===== config.mk =====
export PLATFORM = sky130hd
export DESIGN_NAME = i2c_addr_match
export DESIGN_NICKNAME = d
export VERILOG_FILES = /design/src/rtl/i2c_addr_match.sv
export SDC_FILE = /design/constraint.sdc
export NUM_CORES = 1
export LEC_CHECK = 0
export BUFFER_PORTS_ARGS = -buffer_cell sky130_fd_sc_hd__buf_2
export CAP_MARGIN = 10
export CORE_MARGIN = 2
export CORE_UTILIZATION = 35
export DETAILED_ROUTE_END_ITERATION = 7
export PLACE_DENSITY = 0.63
export RECOVER_POWER = 50
export SYNTH_ARGS = -nofsm -noshare
export SYNTH_HDL_FRONTEND = slang
export SYNTH_SLANG_ARGS = --single-unit

===== constraint.sdc =====
create_clock -name clk -period 2.2 [get_ports clk]
set_input_delay 0.33 -clock clk [delete_from_list [all_inputs] [get_ports clk]]
set_output_delay 0.33 -clock clk [all_outputs]
set_load 0.02 [all_outputs]

===== src/rtl/i2c_addr_match.sv =====
`timescale 1ns/1ps
module i2c_addr_match #(
  parameter int FILT_LEN = 3
) (
  input  logic       clk,
  input  logic       rst_n,
  input  logic       scl_i,
  input  logic       sda_i,
  input  logic [9:0] own_addr,
  input  logic       ten_bit_mode,
  output logic       sda_oe,
  output logic       selected,
  output logic       slave_tx,
  output logic       frame_strobe
);
  localparam int FW = (FILT_LEN > 1) ? $clog2(FILT_LEN) : 1;
  localparam logic [1:0] P_IDLE = 2'd0, P_ADR = 2'd1, P_LOW = 2'd2, P_DAT = 2'd3;

  // bit 1 = SCL, bit 0 = SDA
  logic [1:0] s1, s2, flt, prv;
  logic [FW-1:0] fcnt [2];

  always_ff @(posedge clk or negedge rst_n) begin
    if (!rst_n) begin
      s1 <= 2'b11; s2 <= 2'b11; flt <= 2'b11; prv <= 2'b11;
      fcnt[0] <= '0; fcnt[1] <= '0;
    end else begin
      s1  <= {scl_i, sda_i};
      s2  <= s1;
      prv <= flt;
      for (int i = 0; i < 2; i++) begin
        if (s2[i] == flt[i]) fcnt[i] <= '0;
        else if (fcnt[i] == FW'(FILT_LEN - 1)) begin
          flt[i]  <= s2[i];
          fcnt[i] <= '0;
        end else fcnt[i] <= fcnt[i] + 1'b1;
      end
    end
  end

  wire start_det = flt[1] & prv[1] &  prv[0] & ~flt[0];
  wire stop_det  = flt[1] & prv[1] & ~prv[0] &  flt[0];
  wire scl_rise  =  flt[1] & ~prv[1];
  wire scl_fall  = ~flt[1] &  prv[1];

  logic [1:0] phase;
  logic [3:0] bcnt;
  logic [7:0] shr;
  logic       hi_ok, ten_ok;

  wire hi_hit    = shr[7:1] == {5'b11110, own_addr[9:8]};
  wire seven_hit = shr[7:1] == own_addr[6:0];

  logic ack_n, sel_n, dir_n, hi_n, ten_n;
  always_comb begin
    {ack_n, sel_n, dir_n, hi_n, ten_n} = '0;
    if (phase == P_LOW) begin
      if (hi_ok && shr == own_addr[7:0]) {ack_n, sel_n, ten_n} = 3'b111;
    end else if (!ten_bit_mode) begin
      if (seven_hit) {ack_n, sel_n, dir_n} = {2'b11, shr[0]};
    end else if (hi_hit) begin
      if (!shr[0]) {ack_n, hi_n} = 2'b11;
      else if (ten_ok) {ack_n, sel_n, dir_n, ten_n} = 4'b1111;
    end
  end

  always_ff @(posedge clk or negedge rst_n) begin
    if (!rst_n) begin
      phase <= P_IDLE; bcnt <= '0; shr <= '0;
      hi_ok <= 1'b0; ten_ok <= 1'b0;
      sda_oe <= 1'b0; selected <= 1'b0; slave_tx <= 1'b0; frame_strobe <= 1'b0;
    end else begin
      frame_strobe <= 1'b0;
      if (start_det) begin
        phase  <= P_ADR;
        bcnt   <= '0;
        sda_oe <= 1'b0;
      end else if (stop_det) begin
        phase <= P_IDLE; bcnt <= '0;
        hi_ok <= 1'b0; ten_ok <= 1'b0;
        sda_oe <= 1'b0; selected <= 1'b0; slave_tx <= 1'b0;
      end else begin
        if (scl_rise && phase != P_IDLE && bcnt != 4'd9) begin
          bcnt <= bcnt + 4'd1;
          shr  <= {shr[6:0], flt[0]};
        end
        if (scl_fall && bcnt == 4'd8 && (phase == P_ADR || phase == P_LOW)) begin
          sda_oe   <= ack_n;
          selected <= sel_n;
          slave_tx <= dir_n;
          hi_ok    <= hi_n;
          ten_ok   <= ten_n;
        end
        if (scl_fall && bcnt == 4'd9) begin
          sda_oe       <= 1'b0;
          bcnt         <= '0;
          frame_strobe <= selected;
          phase        <= hi_ok ? P_LOW : (selected ? P_DAT : P_IDLE);
        end
      end
    end
  end

  AST_ACK_IN_SLOT: assert property (@(posedge clk) disable iff (!rst_n)
    sda_oe |-> (bcnt == 4'd8 || bcnt == 4'd9));
  AST_STOP_CLEARS: assert property (@(posedge clk) disable iff (!rst_n)
    stop_det |=> (!selected && !sda_oe && !ten_ok && !hi_ok));
  AST_STROBE_SINGLE: assert property (@(posedge clk) disable iff (!rst_n)
    frame_strobe |=> !frame_strobe);
  AST_STROBE_SELECTED: assert property (@(posedge clk) disable iff (!rst_n)
    frame_strobe |-> selected);
  AST_SEL_HOLD_DATA: assert property (@(posedge clk) disable iff (!rst_n)
    (phase == P_DAT && !stop_det) |=> $stable(selected));
endmodule


# Word-level counts from Yosys, hierarchy flattened

Cells that the tools add are included.

Add/subtract/negate cells: 3
Equality and inequality tests: 12
Multiplexer cells: 48
Bitwise gates (word level): 15
Reduce and logical (&&, ||, !) cells: 16

Operators with widths:

| kind                | number |
|---|---|
| $mux 1              | 35 |
| $mux 2              | 9 |
| $mux 4              | 4 |
| $eq 7x7->1          | 2 |
| $eq 4x4->1 const B  | 2 |
| $eq 8x8->1          | 1 |
| $not 1->1           | 8 |
| $reduce_bool 4->1   | 2 |
| $and 1x1->1         | 7 |
| $eq 2x2->1 const B  | 3 |
| $logic_and 1x1->1   | 6 |
| $reduce_and 2->1    | 3 |
| $add 2x1->2 const B | 2 |
| $add 4x1->4 const B | 1 |
| $ne 4x4->1 const B  | 1 |
| $reduce_bool 2->1   | 2 |
| $reduce_and 3->1    | 1 |
| $reduce_bool 3->1   | 1 |
| $eq 1x1->1          | 2 |
| $eq 2x1->1 const B  | 1 |
| $logic_or 1x1->1    | 1 |

Register bits: 32
Bits of input ports: 15
Output and inout port bits: 4
Logic and storage cells: 110

# Longest topological paths before layout

Depth in word-level cells: 9
Depth in mapped cells: 7

# Worst setup path before layout

Ideal clock, no wire load.

Path kind: register to register
From: register bcnt[1]
To: register phase[0]
Arrival time: 1.481 ns
Required time: 2.082 ns
Slack: 0.601 ns
Stages on the path, launching flop included: 8
Period minus slack after synthesis: 1.599 ns
Cells stage by stage: dfrtp_1 > inv_1 > ha_1 > nand3b_1 > nor3b_2 > mux2i_1 > o21ai_0 > a21o_1

Cells in the longest elaborated chain, start to end: 3

RTL lines:

| what                        | line | RTL |
|---|---|---|
| from (decl)                 | 47   | `logic [3:0] bcnt;` |
| from (signal assigned)      | 84   | `bcnt <= bcnt + 4'd1;` |
| $eq 4x4->1                  | 94   | `if (scl_fall && bcnt == 4'd9) begin` |
| $logic_and 1x1->1           | 94   |  |
| $reduce_bool 3->1 (no line) | -    |  |
| to (signal assigned)        | 98   | `phase <= hi_ok ? P_LOW : (selected ? P_DAT : P_IDLE);` |
| to (decl)                   | 46   | `logic [1:0] phase;` |

No other way between the ends.
A chain may end at the register's enable or synchronous reset.

# Worst setup path after layout

Same ends and word-level chain as after synthesis.

==> run_results.csv <==
group,metric,value,unit
outcome,status,"finished, violations left",
outcome,failed_checks,"max-capacitance violations, max-slew violations",
synth,synth-simple-area-share,15.0,%
synth,synth_top_family_by_area,"simple AND/OR/NAND/NOR gates",
pwr,powerDensity,1210,mW/mm^2
place,io_buffers,18,
pwr,peakVddDrop,0.000455,V
final_layout,syn_to_final_growth,15.9,%
global_routing,grt_max_degree,33,
worst_setup_path,required,2380,ps
pwr,power.internal,1.49,mW
timing,fmax,0.568,GHz
synth,ys_ff_latch,32,
die,start_util,36.6,%
synth,syn_inst,138,
final_layout,drive_gt1_share,29.6,%
timing,slew_headroom,-9.69,%
timing,hold_viol,0,
synth,ys_seq_area_share,50.6,%
final_layout,nFillCells,419,
synth,syn_avg_cell_area,11.6,um^2
timing,slew_viol_final,33,
synth,synth-xor-area-share,12.0,%
drt,dr.first_iter.drc_count,48,
final_layout,insertedDiodeCount,0,
timing,rsz0062_at_grt,"false",
clock_network,clkSlewWorstSetupHoldPaths,70,ps
worst_setup_path,start_kind,"flop",
clock_network,cts_tree,"done",
place,dp.cells,206,
final_layout,nNetsFinal,181,
global_routing,grt_pass1_wl,4860,um
worst_setup_path,criticalPathCategory,"flop to flop",
synth,synthAdderAreaFrac,3.90,%
drt,routed_wirelength,2850,um
global_routing,grt_pass1_vias,1074,
die,num_rows,24,
die,die-area,0.00514,mm^2
flow_run,drv_cap,1,
synth,syn_nets,158,
die,fp.dieH,71.7,um
place,place.gp.congestion,0.905,
worst_setup_path,crit_fanout,5,
pwr,power_frac_clock,24.2,%
clock_network,htreeDepth,2,
die,die_w,71.7,um
clock_network,cts.path.max_buffers,2,
clock_network,cts_resized,0,
synth,synth_compound_area_share,8.67,%
global_routing,grt-ovfl-total,0,
timing,worst_pin_slew,1650,ps
timing,fin_setup_tns,0,ps
clock_network,numCtsBuffers,5,
timing,fin_skew,7.18,ps
clock_network,postCtsSetupRepairBufs,0,
drt,route.detailed.drc,0,
drt,viasPerCell,4.97,
pwr,seq_power_share,45.7,%
clock_network,clk_latency,280,ps
drt,avgRoutedWirePerCell,13.3,um
pwr,p_total,2.25,mW
drt,vias,1063,
drt,first_pass_iters,4,
synth,synth_mux_area_share,7.57,%
global_routing,antenna_found_initial,0,
clock_network,cts_root_buffer,"clkbuf_8",
synth,synth_area,0.00160,mm^2
worst_setup_path,end_kind,"flop",
final_layout,fin_cells,214,
clock_network,cts_hold_buf,0,
global_routing,grtUsageTotal,12.5,%
timing,final-setup-viol-count,0,
pwr,power.switching,756,uW
pwr,p_sw_share,33.6,%
place,place_hpwl,2140,um
synth,synth.distinct_cells,37,
timing,post-route-min-period,1760,ps
drt,detail-route-antenna-nets,0,
timing,post-route-period-util,80.0,%
pwr,pwr-share-comb,30.1,%
synth,yosys_warnings,0,
die,coreArea,0.00438,mm^2
clock_network,cts_num_sinks,32,
die,pin_count,19,
hold_path,hp-class,"input port to flop",
pwr,p_leak,0.858,nW
worst_setup_path,arrival,1940,ps
worst max-delay path, stage by stage, from the launching register on:
cell and delay, ps:
dfrtp_1 410, inv_1 90, ha_1 140, nand3b_1 130
nor3b_2 330, mux2i_1 260, o21ai_0 110, a21o_1 180
final cells by class:
| type | count | area, um^2 | area share (%) |
|---|---|---|---|
| Clock inverter | 2 | 35.0 | 1.89 |
| Inverter | 6 | 22.5 | 1.21 |
| Tap cell | 52 | 65.1 | 3.50 |
| Sequential cell | 32 | 811 | 43.6 |
| Clock buffer | 6 | 72.6 | 3.91 |
| Timing Repair Buffer | 19 | 96.3 | 5.19 |
| Multi-Input combinational cell | 97 | 756 | 40.7 |
sequential cells by signal, indices dropped and copies added, names as in the netlist, 2 cells and up:
signal / count
s1: 2
s2: 2
prv: 2
phase: 2
shr: 8
flt: 2
fcnt: 4
bcnt: 4
per-stage QoR:
step,area (um^2),hold slack [ps],util (%),worst slack (ps)
final,1860,140,42.4,439
after floorplan,1600,34.4,-,601
after global placement,1750,349,40.0,540
after detailed placement,1750,349,40.0,441
after global routing,1860,121,42.4,268
after CTS,1860,116,42.4,433
power by group through the flow:
stage / Combinational (mW) / Clock, mW / Sequential (mW)
5_1_grt: 0.772 / 0.593 / 1.07
6_report: 0.677 / 0.544 / 1.03
2_1_floorplan: 0.585 / 0 / 0.958
3_5_place_dp: 0.683 / 0 / 1.04
3_3_place_gp: 0.657 / 0 / 1.03
4_1_cts: 0.690 / 0.564 / 1.03
synth_stat cells:
| library cell | instances | area share, % |
|---|---|---|
| nor2b_1 | 3 | 1.2 |
| nor3_1 | 5 | 1.6 |
| nor2_1 | 8 | 1.9 |
| a21o_1 | 4 | 1.9 |
| a31oi_1 | 3 | 1.2 |
| nand3b_1 | 1 | 0.47 |
| nor4_4 | 1 | 1.3 |
| ha_1 | 5 | 3.9 |
| inv_1 | 6 | 1.4 |
| buf_2 | 2 | 0.62 |
| a2111oi_2 | 1 | 0.94 |
| o21ai_1 | 1 | 0.31 |
| o21ai_0 | 3 | 0.94 |
| clkbuf_1 | 1 | 0.23 |
| nor4_1 | 3 | 1.2 |
| and2_1 | 1 | 0.39 |
| a41oi_1 | 1 | 0.55 |
| a21oi_1 | 1 | 0.31 |
| mux2_2 | 9 | 6.3 |
| a211oi_1 | 2 | 0.94 |
| nor3b_2 | 1 | 0.78 |
| nand2_1 | 6 | 1.4 |
| or2_2 | 1 | 0.39 |
| a311o_1 | 1 | 0.62 |
| mux2i_1 | 2 | 1.2 |
| or3_1 | 1 | 0.39 |
| a21oi_2 | 1 | 0.55 |
| nand4b_1 | 1 | 0.55 |
| a22oi_1 | 1 | 0.47 |
| dfstp_2 | 8 | 13 |
| nor3b_1 | 3 | 1.4 |
| xnor2_1 | 5 | 2.7 |
| nand4_1 | 1 | 0.39 |
| nand3_1 | 3 | 0.94 |
| and4bb_2 | 1 | 0.78 |
| dfrtp_1 | 24 | 37 |
| xor2_1 | 17 | 9.3 |
routing by layer:
metal  up-vias  routed length (um)  GRT usage, %
li1        528                   -             -
met1       504                1350          14.9
met2        23                1300          20.0
met3         8                 148          5.49
met4         0                  55          4.40
met5         -                   0             0
cell families after synthesis:
logic type	after synthesis
AO/OA/AOI/OAI	19
XOR/XNOR	22
adder cells (fa/ha/maj)	5
buffers and inverters	9
flip-flops	32
multiplexers	11
AND/OR/NAND/NOR	40
placed cells by master (no fill, tap or decap), drive strengths merged, types with 3 or more instances in the layout:
master / instances
a31oi: 3
o21ai: 4
ha: 5
clkbuf: 7
nor2: 8
nor3b: 4
dfrtp: 24
nor2b: 3
nand2: 6
nor3: 5
inv: 6
buf: 18
xor2: 17
mux2: 9
xnor2: 5
nor4: 4
a21o: 4
dfstp: 8
nand3: 3
worst paths after layout:
check | startpoint | endpoint | slack (ps) | cells after the start
hold / removal | sda_i | s1[0]$_DFF_PN1_ | 140 | 1
min in group asynchronous | rst_n | hi_ok$_DFFE_PN0P_ | 460 | 1
setup reg to reg | bcnt[1]$_DFFE_PN0P_ | phase[0]$_DFFE_PN0P_ | 440 | 7
setup / recovery | bcnt[1]$_DFFE_PN0P_ | phase[0]$_DFFE_PN0P_ | 440 | 7
max in group asynchronous | rst_n | sda_oe$_DFFE_PN0P_ | 780 | 1
hold reg to reg | s1[1]$_DFF_PN1_ | s2[1]$_DFF_PN1_ | 360 | 0
(Power assumes the default switching activity.)
